**config.mk**
```make
export PLATFORM = sky130hd
export DESIGN_NAME = bsc_err_flags
export DESIGN_NICKNAME = d
export VERILOG_FILES = /design/src/rtl/bsc_pkg.sv /design/src/rtl/bsc_err_flags.sv
export SDC_FILE = /design/constraint.sdc
export NUM_CORES = 1
export LEC_CHECK = 0
export BUFFER_PORTS_ARGS = -buffer_cell sky130_fd_sc_hd__buf_4
export CAP_MARGIN = 20
export CORE_AREA = 2 2 39 41
export CTS_CLUSTER_DIAMETER = 40
export CTS_CLUSTER_SIZE = 8
export DETAILED_ROUTE_END_ITERATION = 8
export DIE_AREA = 0 0 41 43
export PLACE_DENSITY = 0.43
export SYNTH_ARGS = -nofsm -noshare
export SYNTH_HDL_FRONTEND = slang
export SYNTH_SLANG_ARGS = --single-unit
```
**constraint.sdc**
```tcl
create_clock -name clk -period 1.4 [get_ports clk]
set_input_delay 0.14 -clock clk [delete_from_list [all_inputs] [get_ports clk]]
set_output_delay 0.14 -clock clk [all_outputs]
set_load 0.01 [all_outputs]
```
**src/rtl/bsc_pkg.sv**
```systemverilog
package bsc_pkg;

  typedef enum logic [3:0] {
    ST_LEAD, ST_SYNC, ST_LEN, ST_PAD, ST_SB, ST_BODY, ST_CHK, ST_POST, ST_TAIL, ST_HALT
  } bsc_state_e;

  localparam int ERR_W  = 6;
  localparam int E_FILL = 0;
  localparam int E_SYNC = 1;
  localparam int E_SB   = 2;
  localparam int E_CHK  = 3;
  localparam int E_POST = 4;
  localparam int E_LEN  = 5;

  // codes are compared first-arriving bit = MSB
  localparam logic [3:0] SYNC_CODE  = 4'b0010;
  localparam logic [3:0] CHECK_CODE = 4'b0110;
  localparam logic [7:0] POST_CODE  = 8'b0111_1111;

  // row bits plus top/bottom edges, two spare bits (one is the start bit) and check nibble
  function automatic int frame_bits(input int rows);
    return 10 * rows + 7 + 13 + 1 + 1 + 4;
  endfunction

  // column frames plus left/right edge frames and one extra
  function automatic int frame_total(input int cols);
    return 36 * cols + 26 + 41 + 1;
  endfunction

endpackage

```
**src/rtl/bsc_err_flags.sv**
```systemverilog
module bsc_err_flags import bsc_pkg::*; (
  input  logic             clk,
  input  logic             rst,
  input  logic [ERR_W-1:0] set_v,
  output logic [ERR_W-1:0] flags
);
  always_ff @(posedge clk) begin
    if (rst) flags <= '0;
    else     flags <= flags | set_v;
  end

  // flags never drop until reset
  a_r8_flags_sticky: assert property (@(posedge clk) disable iff (rst)
    1'b1 |=> ((flags & $past(flags)) == $past(flags)));
endmodule

```
==> results of run 1 <==
-- cell type report --
cell class              instances  area [um2]
multi-input cells               6        60.1
well taps                      16        20.0
fillers                       160        1060
repair buffers                 13        97.6
flip-flops and latches          6         120
clock buffers                   3        22.5
-- cells in the final DEF, fill, tap and decap left out --
cell,instances
clkbuf_4,3
dfxtp_1,6
o21ba_1,6
buf_4,13
-- synth_stat cells --
cell     instances
o21ba_1          6
dfxtp_1          6
-- power breakdown --
group          internal (W)  switching [W]  total [W]
clock             0.0000967      0.0000577   0.000154
combinational     0.0000362      0.0000166  0.0000528
sequential         0.000184     0.00000577   0.000190
total              0.000317      0.0000800   0.000397
-- metrics by stage --
step	area, um2	power, W
after global placement	298	0.000245
after CTS	320	0.000409
final	320	0.000397
after global routing	320	0.000423
after detailed placement	298	0.000247
after floorplan	180	0.000210
-- logic make-up after synthesis --
kind of cell | synth area share
flops | 0.667
compound gates | 0.333
-- routing by layer --
| metal | vias up | GRT usage |
|---|---|---|
| met5 | - | 0 |
| met4 | 0 | 0.0400 |
| met3 | 0 | 0.0471 |
| met2 | 8 | 0.0688 |
| met1 | 71 | 0.0355 |
| li1 | 76 | - |
-- final timing paths --
| path | to | slack [ps] | from | depth (start not counted) |
|---|---|---|---|---|
| worst max-delay path | flags[3] | 580 | flags[3] | 1 |
| worst min-delay path | flags[3] | 120 | set_v[3] | 2 |
| worst max register to register | flags[3] | 830 | flags[3] | 1 |
| worst min register to register | flags[2] | 460 | flags[2] | 1 |
==> run metrics, run 1 <==
outcome finished, final reports clean; buffers and inverters on the worst path 1; CTS Buf Count 3; final setup fails 0; RSZ-0062 raised after global routing false; Initial Util 0.130; num ports 14; H-tree levels 1; total gr overflow 0; Yosys top cell by area dfxtp_1; total negative slack 0 ps; worst skew pair latency around 240 ps; CP Cell Sequence buf_4; hold crit path type input port to flop; CTS root buffer clkbuf_4; Mapped Area about 180 um2; ratio of cells with drive above 1 in the final layout 0.571; gpl congestion 0.517; Ant. Diodes 0; Yosys top cell area share 0.667; synth top area cells dfxtp_1, o21ba_1; # rows 14; Clock Skew 0 ps; crit share post-route 0.587; Biggest register flags; wl on met1 approximately 140 um; Post-Syn Instances 12; vias in the first global route 148; Fin Hold WS about 120 ps; Final Util 0.231; clock buffer depth 2; Worst Tran Pin Value 76.7 ps; Resized cells post-CTS 0; maximum VDD drop about 0.00027 V; Met3 Wirelength 53 um; slowest stage delay, CP roughly 330 ps; mean area per synthesized cell 15.0 um2; Post-CTS Hold Fix Bufs 0; max reg flops 6; WL/cell 8.61 um; Req. time, crit path 1260 ps; Max-slew headroom 0.949; CP Launch Type flop; via count 155; die height 43 um; Finished Layout Cells 44; Largest delay share family, worst path flip-flops; Data arrival, critical path 680 ps; CTS tree built; crit path kind flop to output port; number of iterations in the first detailed-routing pass 1; total wire length between 300 and 400 um; Max Used Layer met3; post-route setup slack 578 ps; gr usage total 0.0482; slowest stage cell, crit path dfxtp_1; Clock Sinks 6; initial antenna violation count 0; Critical Path Fanout Max 2; Final nets 38; Final Max Tran Viols 0; largest net degree at the start of global routing 7; Placeable Area 1380 um2; dpl ws 824 ps; post-placement cell count 41; global-route wire length before repair a little under 500 um; die area 1760 um2; post-synthesis sequential area ratio 0.667; fmax 1220 MHz; metal2 WL 184 um; Tmin final 822 ps; syn nets 20; Synth cell types 2; maxcap violations 0; Ys Warns 0; antenna-violating nets left 0; final hold vios 0; P&R area growth vs syn 77.8%; drc violations 0; Vias/cell 3.52; post-synthesis register bit count 6; CP Capture Type output port; post-CTS setup buffers 0; Worst-path clk slew 40 ps; IO Port Bufs 13; Die Width 41 um; P_leak 0.176 nW; initial DRC count 0; power per cell area 1240 nW/um2; Regs by FF count flags: 6 flops
Power figures use the tool's default switching activity.
==> run 2: changes to the inputs <==
--- a/config.mk
+++ b/config.mk
@@ -5,6 +5,7 @@
 export SDC_FILE = /design/constraint.sdc
 export NUM_CORES = 1
 export LEC_CHECK = 0
+export ABC_AREA = 1
 export BUFFER_PORTS_ARGS = -buffer_cell sky130_fd_sc_hd__buf_4
 export CAP_MARGIN = 20
 export CORE_AREA = 2 2 39 41
@@ -12,7 +13,7 @@
 export CTS_CLUSTER_SIZE = 8
 export DETAILED_ROUTE_END_ITERATION = 8
 export DIE_AREA = 0 0 41 43
-export PLACE_DENSITY = 0.43
+export PLACE_DENSITY = 0.42
 export SYNTH_ARGS = -nofsm -noshare
 export SYNTH_HDL_FRONTEND = slang
 export SYNTH_SLANG_ARGS = --single-unit
==> constraint.sdc (replaced) <==
create_clock -name clk -period 0.8 [get_ports clk]
set_input_delay 0.08 -clock clk [delete_from_list [all_inputs] [get_ports clk]]
set_output_delay 0.08 -clock clk [all_outputs]
set_load 0.01 [all_outputs]
==> run 2 against run 1 <==
  * Total power up 73%
  * Clock power grew 71%
  * Critical endpoint is now flags[0]
  * Cell area shrank 4.3%
  * Largest power group unchanged
  * Clock-buffer cell count is the same
==> run metrics, run 2 <==
hold crit path type input port to flop; Met3 Wirelength 28 um (-47%); Placeable Area 1380 um2 (unchanged); most frequent cells in the layout buf_4, nor2_1, dfxtp_1, clkbuf_4, dfxtp_2; Die Width 41 um (unchanged); Post-synth top cells nor2_1, dfxtp_1; via count 162 (+4.5%); max reg flops 6 (unchanged); number of iterations in the first detailed-routing pass 4 (+3); wl on met1 131 um (-7.1%); post-CTS setup buffers 0 (unchanged); power per cell area 2240 nW/um2 (+81%); CP Launch Type flop; Worst Setup EP flags[0]; antenna-violating nets left 0 (unchanged); largest net degree at the start of global routing 7 (unchanged); Vias/cell 3.24 (-8.0%); Yosys top cell area share 0.727 (+0.0606); die area 1760 um2 (unchanged); Resized cells post-CTS 0 (unchanged); total negative slack 0 ps (unchanged); most frequent cell after synthesis nor2_1; Ys Warns 0 (unchanged); Post-Syn Instances 18 (+6); P&R area growth vs syn 85.6%; # rows 14 (unchanged); crit path from flags[0]; EDFF count, synth 0 (unchanged); CTS root buffer clkbuf_4; IO Port Bufs 13 (unchanged); critical path depth 1 (unchanged); Clock Sinks 6 (unchanged); total wire length 359 um (-5.3%); post-synthesis register bit count 6 (unchanged); register area 121 um2 (+1.0%); maximum VDD drop 0.000438 V (+65%); num ports 14 (unchanged); Regs by FF count flags: 6 flops; commonest non-fill, non-tap cell in the layout buf_4; gr usage total 0.0523 (+0.00402); Final Util 0.222 (-0.00995); crit path kind flop to output port; CP Cell Sequence buf_4; r2r startpoint flags[2]; gpl congestion 0.542 (+4.8%); Biggest register flags; Ant. Diodes 0 (unchanged); crit share post-route 0.945; post-synthesis sequential area ratio 0.727 (+0.0606); CP Capture Type output port; WL/cell 7.18 um (-17%); clock buffer depth 2 (unchanged); Worst-path clk slew 40 ps (about the same); Clock Skew 0 ps (unchanged); CTS Buf Count 3 (unchanged); post-placement cell count 47 (+15%); P_leak 0.151 nW (-14%); global-route wire length before repair 531 um (+7.1%); Mapped Area 165 um2 (-8.3%); Final Max Tran Viols 0 (unchanged); Max-slew headroom 0.934 (-0.0144); RSZ-0062 raised after global routing false; worst skew pair latency 230 ps (about the same); final hold vios 0 (unchanged); slowest stage cell, crit path dfxtp_2; Tmin final around 760 ps; initial DRC count 3 (+3); Req. time, crit path 720 ps (-540 ps); Largest delay share family, worst path flip-flops; R2R cell count 2 (+1); mean area per synthesized cell 9.18 um2 (-39%); Synth Flop Type dfxtp_1; Final nets 44 (+16%); CTS tree built; Post-CTS Hold Fix Bufs 0 (unchanged); Finished Layout Cells 50 (+14%); Synth cell types 2 (unchanged); buffers and inverters on the worst path 1 (unchanged); outcome finished, final reports clean; R2R setup slack 260 ps (-570 ps); die height 43 um (unchanged); Reg-to-Reg End flags[2]; ratio of cells with drive above 1 in the final layout 0.500 (-0.0714); ys async rst share 0 (unchanged); maxcap violations 0 (unchanged); Initial Util 0.119 (-0.0109); synth top area cells dfxtp_1, nor2_1; metal2 WL 199 um (+8.2%); initial antenna violation count 0 (unchanged); syn nets 26 (+30%); Data arrival, critical path 680 ps (about the same); vias in the first global route 131 (-11%); drc violations 0 (unchanged); number of fill cells 161 (+0.63%); Critical Path Fanout Max 2 (unchanged); total gr overflow 0 (unchanged); Worst Tran Pin Value 98.0 ps (+21.3 ps); Multi-input gate area 45.0 um2 (-25%); fmax 1320 MHz; H-tree levels 1 (unchanged); Max Used Layer met3; slowest stage delay, CP 310 ps (-20 ps); Yosys top cell by area dfxtp_1; final setup fails 0 (unchanged)
[run 2: layout make-up]
| class | count | share of cell area |
|---|---|---|
| clock buffers | 3 | 0.0735 |
| flip-flops and latches | 6 | 0.396 |
| repair buffers | 13 | 0.318 |
| multi-input cells | 12 | 0.147 |
| well taps | 16 | 0.0653 |
[run 2: cells by family after synthesis]
logic type / synth area share
AND/OR/NAND/NOR: 0.273
flip-flops: 0.727
[run 2: how the worst min path moves through the flow]
stage / start / end / cells after the start
2_1_floorplan: rst / flags[0] / 1
3_3_place_gp: set_v[5] / flags[5] / 3
3_5_place_dp: set_v[2] / flags[2] / 3
4_1_cts: rst / flags[4] / 2
5_1_grt: set_v[2] / flags[2] / 3
6_report: rst / flags[0] / 2
[run 2: per-stage QoR]
stage                     hold WS [ps]  total power [W]  setup WS, ps  cell area, um2
after floorplan                    152         0.000364           254             165
after global placement             292         0.000427           272             283
after detailed placement           297         0.000429           265             283
after CTS                         43.4         0.000709          28.5             305
after global routing              47.9         0.000733          5.53             307
final                             49.1         0.000686          44.4             307
[run 2: layer usage]
layer | vias up | global-route usage
li1 | 87 | -
met1 | 67 | 0.0484
met2 | 8 | 0.0594
met3 | 0 | 0.0314
met4 | 0 | 0.0800
met5 | - | 0
[run 2: power breakdown]
part           total (W)  leakage [nW]  switching, W  internal (W)
combinational  0.0000899        0.0862     0.0000348     0.0000551
clock           0.000264        0.0138     0.0000952      0.000169
sequential      0.000332        0.0505    0.00000934      0.000323
